File: src/rtl/nvcfg_pkg.sv
package nvcfg_pkg;

  localparam int PtrW = 8;

  typedef enum logic [2:0] {
    BusIdle,
    BusAddr,
    BusAddrAck,
    BusWrite,
    BusWrAck,
    BusRead,
    BusRdAck
  } busState_t;

  // strobes from the control FSM to the datapath
  typedef struct packed {
    logic            rxShift;
    logic            rxBit;
    logic            setPtr;
    logic            wrReg;
    logic            loadTx;
    logic            shiftTx;
    logic            seqLoad;
    logic [PtrW-1:0] seqIdx;
  } dpCtl_t;

endpackage

File: src/rtl/nvcfg_dp.sv
module nvcfg_dp
  import nvcfg_pkg::*;
#(
  parameter int NUM_REGS = 16
) (
  input  logic                  clk,
  input  logic                  rstN,
  input  dpCtl_t                ctl,
  input  logic [7:0]            storeRdata,
  output logic [7:0]            rxByte,
  output logic                  txMsb,
  output logic [7:0]            storeWdata,
  output logic [8*NUM_REGS-1:0] cfgRegs
);

  localparam logic [PtrW-1:0] LastIdx = PtrW'(NUM_REGS - 1);

  logic [7:0]      regs [NUM_REGS];
  logic [PtrW-1:0] ptr;
  logic [7:0]      txByte;
  logic            ptrValid;
  logic [7:0]      ptrData;

  assign ptrValid = (ptr <= LastIdx);

  always_comb begin
    ptrData    = 8'h00;
    storeWdata = 8'h00;
    for (int i = 0; i < NUM_REGS; i++) begin
      if (ptr == PtrW'(i))        ptrData    = regs[i];
      if (ctl.seqIdx == PtrW'(i)) storeWdata = regs[i];
    end
  end

  always_ff @(posedge clk or negedge rstN) begin
    if (!rstN) begin
      ptr    <= '0;
      rxByte <= '0;
      txByte <= '0;
      for (int i = 0; i < NUM_REGS; i++) regs[i] <= '0;
    end else begin
      if (ctl.rxShift) rxByte <= {rxByte[6:0], ctl.rxBit};
      if (ctl.setPtr)  ptr    <= rxByte;
      if (ctl.wrReg || ctl.loadTx) ptr <= ptr + 1'b1;
      if (ctl.loadTx)  txByte <= ptrValid ? ptrData : 8'h00;
      else if (ctl.shiftTx) txByte <= {txByte[6:0], 1'b0};
      for (int i = 0; i < NUM_REGS; i++) begin
        if (ctl.wrReg && ptr == PtrW'(i))         regs[i] <= rxByte;
        if (ctl.seqLoad && ctl.seqIdx == PtrW'(i)) regs[i] <= storeRdata;
      end
    end
  end

  assign txMsb = txByte[7];

  for (genvar g = 0; g < NUM_REGS; g++) begin : g_flat
    assign cfgRegs[g*8 +: 8] = regs[g];
  end

  p_ptr_step_r2: assert property (@(posedge clk) disable iff (!rstN)
    ctl.wrReg |=> (ptr == $past(ptr) + 1'b1));

  p_unimpl_zero_r4: assert property (@(posedge clk) disable iff (!rstN)
    (ctl.loadTx && !ptrValid) |=> (txByte == 8'h00));

endmodule

File: src/rtl/nvcfg_ctrl.sv
module nvcfg_ctrl
  import nvcfg_pkg::*;
#(
  parameter int         NUM_REGS    = 16,
  parameter int         SYNC_STAGES = 2,
  parameter logic [6:0] TARGET_ADDR = 7'b1101010,
  parameter logic [7:0] CMD_SAVE    = 8'hFE,
  parameter logic [7:0] CMD_LOAD    = 8'hFF
) (
  input  logic            clk,
  input  logic            rstN,
  input  logic            sclIn,
  input  logic            sdaIn,
  input  logic [7:0]      rxByte,
  input  logic            txMsb,
  input  logic            storeDone,
  output dpCtl_t          ctl,
  output logic            sdaOe,
  output logic            storeReq,
  output logic            storeWe,
  output logic [PtrW-1:0] storeAddr,
  output logic            outputsOff
);

  localparam logic [PtrW-1:0] LastIdx = PtrW'(NUM_REGS - 1);

  logic [SYNC_STAGES-1:0] sclSync, sdaSync;
  logic sclPrev, sdaPrev, sclNow, sdaNow;
  logic sclRise, sclFall, startDet, stopDet;

  always_ff @(posedge clk or negedge rstN) begin
    if (!rstN) begin
      sclSync <= '1;
      sdaSync <= '1;
      sclPrev <= 1'b1;
      sdaPrev <= 1'b1;
    end else begin
      sclSync <= {sclSync[SYNC_STAGES-2:0], sclIn};
      sdaSync <= {sdaSync[SYNC_STAGES-2:0], sdaIn};
      sclPrev <= sclNow;
      sdaPrev <= sdaNow;
    end
  end

  assign sclNow   = sclSync[SYNC_STAGES-1];
  assign sdaNow   = sdaSync[SYNC_STAGES-1];
  assign sclRise  = sclNow && !sclPrev;
  assign sclFall  = !sclNow && sclPrev;
  assign startDet = sclNow && sclPrev && sdaPrev && !sdaNow;
  assign stopDet  = sclNow && sclPrev && !sdaPrev && sdaNow;

  busState_t       busState, nState;
  logic [3:0]      bitCnt, nBit;
  logic            rwBit, nRw, firstByte, nFirst;
  logic            pendSave, nPendS, pendLoad, nPendL;
  logic            seqActive, nSeqAct, seqLoadMode, nSeqMode;
  logic [PtrW-1:0] seqIdx, nIdx;
  dpCtl_t          ctlC;

  always_comb begin
    ctlC        = '0;
    ctlC.rxBit  = sdaNow;
    ctlC.seqIdx = seqIdx;
    nState   = busState;
    nBit     = bitCnt;
    nRw      = rwBit;
    nFirst   = firstByte;
    nPendS   = pendSave;
    nPendL   = pendLoad;
    nSeqAct  = seqActive;
    nSeqMode = seqLoadMode;
    nIdx     = seqIdx;

    // bulk copy sequencer: one byte per store handshake
    if (seqActive && storeDone) begin
      ctlC.seqLoad = seqLoadMode;
      if (seqIdx == LastIdx) nSeqAct = 1'b0;
      else nIdx = seqIdx + 1'b1;
    end

    if (startDet) begin
      nState = BusAddr;
      nBit   = '0;
      nPendS = 1'b0;
      nPendL = 1'b0;
    end else if (stopDet) begin
      nState = BusIdle;
      nPendS = 1'b0;
      nPendL = 1'b0;
      if ((pendSave || pendLoad) && !seqActive) begin
        nSeqAct  = 1'b1;
        nSeqMode = pendLoad;
        nIdx     = '0;
      end
    end else begin
      unique case (busState)
        BusAddr: begin
          if (sclRise && bitCnt < 4'd8) begin
            ctlC.rxShift = 1'b1;
            nBit = bitCnt + 1'b1;
          end else if (sclFall && bitCnt == 4'd8) begin
            if (rxByte[7:1] == TARGET_ADDR && !seqActive) begin
              nState = BusAddrAck;
              nRw    = rxByte[0];
              nFirst = 1'b1;
            end else begin
              nState = BusIdle;
            end
          end
        end
        BusAddrAck: begin
          if (sclFall) begin
            nBit = '0;
            if (rwBit) begin
              nState      = BusRead;
              ctlC.loadTx = 1'b1;
            end else begin
              nState = BusWrite;
            end
          end
        end
        BusWrite: begin
          if (sclRise && bitCnt < 4'd8) begin
            ctlC.rxShift = 1'b1;
            nBit = bitCnt + 1'b1;
          end else if (sclFall && bitCnt == 4'd8) begin
            nState = BusWrAck;
            if (firstByte) begin
              nFirst = 1'b0;
              if (rxByte == CMD_SAVE)      nPendS = 1'b1;
              else if (rxByte == CMD_LOAD) nPendL = 1'b1;
              else ctlC.setPtr = 1'b1;
            end else if (!pendSave && !pendLoad) begin
              ctlC.wrReg = 1'b1;
            end
          end
        end
        BusWrAck: begin
          if (sclFall) begin
            nBit   = '0;
            nState = BusWrite;
          end
        end
        BusRead: begin
          if (sclRise && bitCnt < 4'd8) begin
            nBit = bitCnt + 1'b1;
          end else if (sclFall) begin
            if (bitCnt == 4'd8) begin
              nState = BusRdAck;
              nBit   = '0;
            end else begin
              ctlC.shiftTx = 1'b1;
            end
          end
        end
        BusRdAck: begin
          if (sclRise) begin
            if (sdaNow) nState = BusIdle;
            else nBit = 4'd1;
          end else if (sclFall && bitCnt == 4'd1) begin
            nState      = BusRead;
            nBit        = '0;
            ctlC.loadTx = 1'b1;
          end
        end
        default: ;
      endcase
    end
  end

  always_ff @(posedge clk or negedge rstN) begin
    if (!rstN) begin
      busState    <= BusIdle;
      bitCnt      <= '0;
      rwBit       <= 1'b0;
      firstByte   <= 1'b0;
      pendSave    <= 1'b0;
      pendLoad    <= 1'b0;
      seqActive   <= 1'b1;   // power-up load
      seqLoadMode <= 1'b1;
      seqIdx      <= '0;
    end else begin
      busState    <= nState;
      bitCnt      <= nBit;
      rwBit       <= nRw;
      firstByte   <= nFirst;
      pendSave    <= nPendS;
      pendLoad    <= nPendL;
      seqActive   <= nSeqAct;
      seqLoadMode <= nSeqMode;
      seqIdx      <= nIdx;
    end
  end

  assign ctl        = ctlC;
  assign sdaOe      = (busState == BusAddrAck) || (busState == BusWrAck) ||
                      ((busState == BusRead) && !txMsb);
  assign storeReq   = seqActive;
  assign storeWe    = !seqLoadMode;
  assign storeAddr  = seqIdx;
  assign outputsOff = seqActive && seqLoadMode;

  p_idle_quiet_r1: assert property (@(posedge clk) disable iff (!rstN)
    (busState == BusIdle) |-> !sdaOe);

  p_addr_walk_r5: assert property (@(posedge clk) disable iff (!rstN)
    (storeReq && storeDone && storeAddr != LastIdx) |=>
      (storeReq && storeAddr == $past(storeAddr) + 1'b1));

  p_req_hold_r5: assert property (@(posedge clk) disable iff (!rstN)
    (storeReq && !storeDone) |=> (storeReq && $stable(storeAddr) && $stable(storeWe)));

  p_off_load_r6: assert property (@(posedge clk) disable iff (!rstN)
    outputsOff |-> (storeReq && !storeWe));

  p_busy_nack_r7: assert property (@(posedge clk) disable iff (!rstN)
    (busState == BusAddrAck) |-> !seqActive);

endmodule

File: src/rtl/nvcfg_target.sv
module nvcfg_target
  import nvcfg_pkg::*;
#(
  parameter int         NUM_REGS    = 16,
  parameter int         SYNC_STAGES = 2,
  parameter logic [6:0] TARGET_ADDR = 7'b1101010,
  parameter logic [7:0] CMD_SAVE    = 8'hFE,
  parameter logic [7:0] CMD_LOAD    = 8'hFF
) (
  input  logic                  clk,
  input  logic                  rstN,
  input  logic                  sclIn,
  input  logic                  sdaIn,
  output logic                  sdaOe,
  output logic [8*NUM_REGS-1:0] cfgRegs,
  output logic                  storeReq,
  output logic                  storeWe,
  output logic [7:0]            storeAddr,
  output logic [7:0]            storeWdata,
  input  logic [7:0]            storeRdata,
  input  logic                  storeDone,
  output logic                  outputsOff
);

  dpCtl_t     ctl;
  logic [7:0] rxByte;
  logic       txMsb;

  nvcfg_ctrl #(
    .NUM_REGS(NUM_REGS), .SYNC_STAGES(SYNC_STAGES), .TARGET_ADDR(TARGET_ADDR),
    .CMD_SAVE(CMD_SAVE), .CMD_LOAD(CMD_LOAD)
  ) ctrl_i (
    .clk(clk), .rstN(rstN), .sclIn(sclIn), .sdaIn(sdaIn),
    .rxByte(rxByte), .txMsb(txMsb), .storeDone(storeDone),
    .ctl(ctl), .sdaOe(sdaOe), .storeReq(storeReq), .storeWe(storeWe),
    .storeAddr(storeAddr), .outputsOff(outputsOff)
  );

  nvcfg_dp #(.NUM_REGS(NUM_REGS)) dp_i (
    .clk(clk), .rstN(rstN), .ctl(ctl), .storeRdata(storeRdata),
    .rxByte(rxByte), .txMsb(txMsb), .storeWdata(storeWdata), .cfgRegs(cfgRegs)
  );

endmodule

File: config.mk
export PLATFORM = sky130hd
export DESIGN_NAME = nvcfg_target
export DESIGN_NICKNAME = d
export VERILOG_FILES = /design/src/rtl/nvcfg_pkg.sv /design/src/rtl/nvcfg_dp.sv /design/src/rtl/nvcfg_ctrl.sv /design/src/rtl/nvcfg_target.sv
export SDC_FILE = /design/constraint.sdc
export NUM_CORES = 1
export LEC_CHECK = 0
export CORE_UTILIZATION = 40
export DETAILED_ROUTE_END_ITERATION = 10
export DONT_BUFFER_PORTS = 1
export GPL_TIMING_DRIVEN = 1
export PLACE_DENSITY = 0.63
export SLEW_MARGIN = 40
export SYNTH_ARGS = -nofsm -noshare
export SYNTH_HDL_FRONTEND = slang
export SYNTH_SLANG_ARGS = --single-unit
File: constraint.sdc
create_clock -name clk -period 4.4 [get_ports clk]
set_input_delay 0.88 -clock clk [delete_from_list [all_inputs] [get_ports clk]]
set_output_delay 0.88 -clock clk [all_outputs]
set_load 0.02 [all_outputs]
Yosys cells after proc, flatten, opt, wreduce, memory -nomap -nowiden
Cells that the tools add are included.
{"block": "word_totals", "latch_bits": 0, "inputBits": 13, "mem_bits_ro": 0, "elab_cells": 356, "mem_count": 0, "ff_bits": 179, "ramBits": 0}
{"block": "classes", "muxes": 152, "shifts": 0, "n_mul": 0, "bitwise_logic": 3, "order_cmp": 2, "n_eq_ne": 66, "reduce_logical": 98, "n_div": 0, "n_addsub": 3}
{"op": "two-way mux 8 bit", "count": 74}
{"op": "equality test 8 x 4 -> 1 bit, second input constant", "count": 16}
{"op": "equality test 8 x 3 -> 1 bit, second input constant", "count": 8}
{"op": "logical AND 1 bit", "count": 48}
{"op": "two-way mux 4 bit", "count": 12}
{"op": "two-way mux 3 bit", "count": 15}
{"op": "two-way mux 1 bit", "count": 43}
{"op": "nonzero test 2 bit", "count": 19}
{"op": "inequality test 4 x 1 -> 1 bit, second input constant", "count": 9}
{"op": "equality test 8 x 2 -> 1 bit, second input constant", "count": 4}
{"op": "one-hot mux 3 bit (6 select lines)", "count": 1}
{"op": "adder 8 x 1 -> 8 bit, second input constant", "count": 2}
{"op": "equality test 8 x 1 -> 1 bit, second input constant", "count": 2}
{"op": "equality test 8 bit, second input constant", "count": 2}
{"op": "logical NOT 8 bit", "count": 2}
{"op": "one-hot mux 4 bit (4 select lines)", "count": 1}
{"op": "AND reduction 8 bit", "count": 2}
{"op": "nonzero test 3 bit", "count": 5}
{"op": "inequality test 3 x 1 -> 1 bit, second input constant", "count": 4}
{"op": "inequality test 4 x 2 -> 1 bit, second input constant", "count": 3}
{"op": "AND reduction 12 bit", "count": 1}
{"op": "AND reduction 6 bit", "count": 2}
{"op": "equality test 3 bit, second input constant", "count": 3}
{"op": "logical NOT 1 bit", "count": 9}
{"op": "other kinds (22)", "count": 37}

Logic depth before layout (Yosys ltp)
{"block": "logic_depth", "word_depth": 19, "ltp_mapped": 10, "mapped_depth_nobuf": 8}

By module
Synthesis repeated with hierarchy kept, for this count alone.
{"block": "unflattened", "cells_unflattened": 1428, "area_unflattened_um2": 12080.3}
{"mod": "nvcfg_dp", "cells_per_inst": 1241, "area_per_inst_um2": 10308.6, "seq_area_each_um2": 3803.6, "n_inst": 1}
{"mod": "nvcfg_ctrl", "cells_per_inst": 187, "area_per_inst_um2": 1771.7, "seq_area_each_um2": 685.7, "n_inst": 1}

Worst setup path after synthesis
OpenSTA, ideal clock, no wires.
{"block": "synth_timing", "path_type": "reg-to-output", "startpoint": "reg ctrl_i.seqIdx[5] (netlist: ctrl_i.storeAddr[5])", "endpoint": "out storeWdata[2]", "setup_slack_ps": 1323, "n_path_buf": 2, "required_time_ps": 3520, "arrival_time_ps": 2197, "path_stages_with_launch": 9, "cell_sequence": "dfrtp_1 -> or4_1 -> buf_2 -> nor2_2 -> buf_2 -> nand2_1 -> a31oi_1 -> o311ai_0 -> a31oi_1"}
{"block": "synth_via", "elab_chain_cells": 17, "word_cells_on_any_way": 32, "classes_between": "15 x eq/ne; 16 x mux; 1 x reduce/logical"}
{"item": "start, declared", "line": "nvcfg_ctrl.sv:57", "rtl": "logic [PtrW-1:0] seqIdx, nIdx;"}
{"item": "start signal, assigned", "line": "nvcfg_ctrl.sv:191", "rtl": "seqIdx <= nIdx;"}
{"item": "logical NOT 8 bit", "line": "nvcfg_dp.sv:31", "rtl": "if (ctl.seqIdx == PtrW'(i)) storeWdata = regs[i];"}
{"item": "two-way mux 8 bit (15 in a row)", "line": "nvcfg_dp.sv:31"}
{"item": "two-way mux 8 bit *", "line": "nvcfg_dp.sv:31"}
{"item": "end, declared", "line": "nvcfg_target.sv:19", "rtl": "output logic [7:0] storeWdata,"}
Every way passes the cells marked *; elsewhere a longest branch is shown, timed or not.

Worst setup path after layout
Ends and elaborated chain as after synthesis.

==> impl_summary.txt <==
----------------------------------------------------
[Detailed routing]
  Length of the first detailed-routing pass in iterations ... 5
  Average vias per placed instance ... 6.67
  Vias after detailed routing ... 11800
  Number of nets still failing antenna checks after routing ... 0
  Routed len/inst ... 30.3 um
  Routed wire length ... 53.6 mm
  Number of DRC markers after the initial detailed-route iteration ... 1570
  Residual DRC ... 0

[GRT]
  Antenna violations before repair ... 0
  First-pass GRT wire length ... 78.5 mm
  Gr ovfl total ... 0
  Maximum number of pins on one net before global-route repair ... 180
  Overall Global Routing Usage ... 0.352
  Vias in the first global route ... 11100

[Timing]
  Worst-Margin Slew ... 0.846 ns
  Finish-stage setup viols ... 0
  Worst setup slack after layout ... 0.183 ns
  Fmax ... 0.237 GHz
  Final setup skew ... 0.0129 ns
  Setup TNS ... 0 ns
  Final critical delay including setup and external delays ... 4.22 ns
  Worst slew margin relative to its limit ... 0.432
  Final max-slew violation count ... 0
  Ratio of final minimum period to clock period ... 0.958
  RSZ-0062 raised after global routing ... false
  Final hold violations ... 0

[Critical path]
  Type of destination of the critical path ... output port
  Cell occurring most often along the worst timing path ... sky130_fd_sc_hd__buf_4
  Capturing element of the worst setup path ... storeWdata[2]
  Critical-path cell list ... or4_1, nor2_2, buf_4, a22o_1, a21oi_1, a31oi_1, buf_4
  Arrival time worst endpoint ... 3.34 ns
  Startpoint-to-endpoint class of the critical path ... register to output port
  Reg-to-reg critical path endpoint ... dp_i.txByte[1]
  Slack of the worst reg-to-reg path ... about 1.1 ns
  CP startpoint kind ... register
  RR Startpoint ... dp_i.ptr[0]
  Critical Path Fanout Max ... 10
  Length in cells of the worst reg-to-reg path ... 10
  Slowest CP cell ... sky130_fd_sc_hd__or4_1
  Data required time of the critical path ... 3.52 ns
  Startpoint of the most critical setup path ... ctrl_i.storeAddr[5]
  Largest stage delay, worst path ... roughly 0.85 ns

[CTS]
  Clock Latency Late Sink ... around 0.47 ns
  Number of buffers inserted during clock tree synthesis ... 17
  Clock Sinks ... 179
  Clk buf depth ... 2
  TritonCTS clock tree ... yes
  Clock tree root buffer cell ... sky130_fd_sc_hd__clkbuf_16
  Clock-pin transition on the worst setup and hold timing paths ... 0.07 ns
  Hold-fix buffer count after cts ... 0
  Deepest level of the CTS H-tree ... 4

[Place]
  Placed Cells ... 1739
  Post-detailed-placement half-perimeter wirelength ... ~38 mm
  Placed standard-cell area ... approximately 12000 um^2
  Placement-stage worst setup slack ... 0.632 ns
  Final RePlAce weighted congestion ... 1.05
  Total of buffers placed on input and output ports ... 0

[Hold path]
  Hold crit path type ... input port to asynchronous set/reset pin

[Floorplan]
  Floorplan row count ... between 60 and 70
  Die Span Y ... 176 um
  Total Die Area ... roughly 31000 um^2
  Starting Density ... 0.406
  Die width ... approximately 180 um
  Boundary pin count ... 161
  Core area ... 29600 um^2

[Synthesis]
  Cell area after technology mapping ... 12000 um^2
  Ranking of synthesized cells by area ... sky130_fd_sc_hd__dfrtp_1, sky130_fd_sc_hd__mux2i_1, sky130_fd_sc_hd__a21oi_1
  Library cell occupying the most area in the post-synthesis netlist ... sky130_fd_sc_hd__dfrtp_1
  Number of enable flip-flop cells after synthesis ... 0
  Top cell type's share of synthesized area ... 0.355
  Nets in the synthesized netlist ... 1451
  Synth unique cells ... 83
  Flip-flop cell with the highest count after synthesis ... sky130_fd_sc_hd__dfrtp_1
  Number of standard cells after synthesis ... approximately 1400
  Sequential element share of the synthesized area ... 0.373
  Syn_area_per_cell ... roughly 8.4 um^2
  Total of flip-flops plus latches after synthesis ... 179
  Number of warnings printed during yosys synthesis ... 0
  Async S/R FF share, synth ... 1.00

[Final layout]
  Post-route standard cell area excluding fillers ... 13000 um^2
  Synth-to-Final Area Change ... 7.75%
  Final std cells w/o fill ... 1772
  Final Net Count ... 1393
  Share of final-layout standard cells stronger than drive strength 1 ... 0.0977
  Antenna Diode Count ... 0

[Power and ir drop]
  Total power per unit cell area ... 267 nW/um^2
  Seq pwr share ... 0.486
  Internal ... 2.68 mW
  Peak ir drop on the vdd network ... 0.000346 V
  Switching part of the total power ... 0.228
  Switching power of the nets ... 792 uW
  Leakage dissipation ... 4.84 nW
  Part of the power in the clock network ... 0.485
  Total power after layout ... 3.47 mW
  Combinational cell fraction of total power ... 0.030

[Run]
  Number of violations of the max-capacitance limit ... 0

[Outcome]
  Run status ... finished, final reports clean

----------------------------------------------------
==> how the worst min path moves through the flow <==
stage / from / end / slack (ns)
finish: rstN / dp_i.cfgRegs[117] / 0.11
global route: rstN / dp_i.cfgRegs[113] / 0.1
CTS: rstN / dp_i.cfgRegs[109] / 0.1
detailed placement: ctrl_i.sdaSync[0] / ctrl_i.sdaSync[1] / 0.35
global placement: ctrl_i.sdaSync[0] / ctrl_i.sdaSync[1] / 0.35
floorplan: ctrl_i.sclSync[0] / ctrl_i.sclSync[1] / 0.35
==> what timing repair did <==
| item | 4_1_cts | 5_1_grt |
|---|---|---|
| endpoints found under the hold margin | 0 | 0 |
| buffers inserted | 0 | 0 |
| resized for setup | 0 | 2 |
| setup endpoints to repair | 0 | 4 |
==> layout make-up <==
cell class | instances | area [um^2]
clock inverter | 8 | 151
fill | 2968 | 16700
timing repair buffer | 45 | 338
clock buffer | 24 | 472
tap | 390 | 488
multi-input combinational | 1106 | 6960
sequential | 179 | 4490
inverter | 20 | 75.1
==> kinds of logic after synthesis <==
logic type / synth area share
AO/OA/AOI/OAI: 0.243
adder cells (fa/ha/maj): 0.0114
buffers and inverters: 0.0504
AND/OR/NAND/NOR: 0.193
multiplexers: 0.124
XOR/XNOR: 0.00509
flip-flops: 0.373
==> synth_stat cells, types with 18 or more instances <==
library cell and n:
sky130_fd_sc_hd__clkbuf_1 79, sky130_fd_sc_hd__nor2_1 215, sky130_fd_sc_hd__inv_1 19, sky130_fd_sc_hd__dfrtp_1 171
sky130_fd_sc_hd__a22oi_1 18, sky130_fd_sc_hd__o22ai_1 30, sky130_fd_sc_hd__a221oi_1 18, sky130_fd_sc_hd__o21ai_0 73
sky130_fd_sc_hd__mux2i_1 134, sky130_fd_sc_hd__a21oi_1 195, sky130_fd_sc_hd__nor3_1 21, sky130_fd_sc_hd__nand2_1 98
sky130_fd_sc_hd__nand3_1 36
==> per-stage QoR <==
stage,utilization,hold slack (ns)
floorplan,-,0.345
global placement,0.416,0.347
detailed placement,0.416,0.347
CTS,0.438,0.0976
global route,0.438,0.0971
finish,0.438,0.111
==> power by group through the flow <==
stage | Sequential (mW) | Clock [mW] | Combinational, mW
after global routing | 1.69 | 1.75 | 0.108
final | 1.68 | 1.68 | 0.103
after detailed placement | 1.72 | 0 | 0.101
after global placement | 1.72 | 0 | 0.101
after floorplan | 1.70 | 0 | 0.0809
after CTS | 1.68 | 1.69 | 0.101
==> registers in the layout, summed over array words and instances (netlist names) <==
name,flops
ctrl_i.bitCnt,4
ctrl_i.busState,3
ctrl_i.firstByte,1
ctrl_i.pendLoad,1
ctrl_i.pendSave,1
ctrl_i.rwBit,1
ctrl_i.sclPrev,1
ctrl_i.sclSync,2
ctrl_i.sdaPrev,1
ctrl_i.sdaSync,2
ctrl_i.seqLoadMode,1
ctrl_i.storeAddr,8
ctrl_i.storeReq,1
dp_i.cfgRegs,128
dp_i.ptr,8
dp_i.rxByte,8
dp_i.txByte,8
==> cells in the final DEF, fill, tap and decap left out, types with 11 or more instances in the layout <==
master	instances
sky130_fd_sc_hd__a221o_1	12
sky130_fd_sc_hd__o21a_1	12
sky130_fd_sc_hd__a221oi_1	18
sky130_fd_sc_hd__o22ai_1	30
sky130_fd_sc_hd__buf_4	45
sky130_fd_sc_hd__a21oi_1	195
sky130_fd_sc_hd__clkbuf_16	17
sky130_fd_sc_hd__nand2b_1	13
sky130_fd_sc_hd__nand3_1	36
sky130_fd_sc_hd__mux2i_1	134
sky130_fd_sc_hd__nand2_1	98
sky130_fd_sc_hd__a22oi_1	18
sky130_fd_sc_hd__mux2_2	13
sky130_fd_sc_hd__nor2b_1	15
sky130_fd_sc_hd__inv_1	19
sky130_fd_sc_hd__o21ai_0	72
sky130_fd_sc_hd__a211oi_1	11
sky130_fd_sc_hd__nor2_1	215
sky130_fd_sc_hd__dfrtp_1	167
sky130_fd_sc_hd__ha_1	11
sky130_fd_sc_hd__a31oi_1	13
sky130_fd_sc_hd__nor3_1	21
==> critical path: cells and delay by family (launching register included) <==
family	cells	cell delay, ns
buffers and inverters	2	0.48
and+or+nand+nor	2	1.27
AOI/OAI and AO/OA	3	0.60
DFF	1	0.52
==> routing by layer <==
layer / wire length [um] / vias to the layer above / GRT usage / share of wire
li1: - / 5114 / - / -
met1: 20800 / 5745 / 0.453 / 0.39
met2: 24200 / 774 / 0.541 / 0.45
met3: 5730 / 186 / 0.0894 / 0.11
met4: 2860 / 0 / 0.187 / 0.053
met5: 0 / - / 0 / 0
Power figures use the tool's default switching activity.
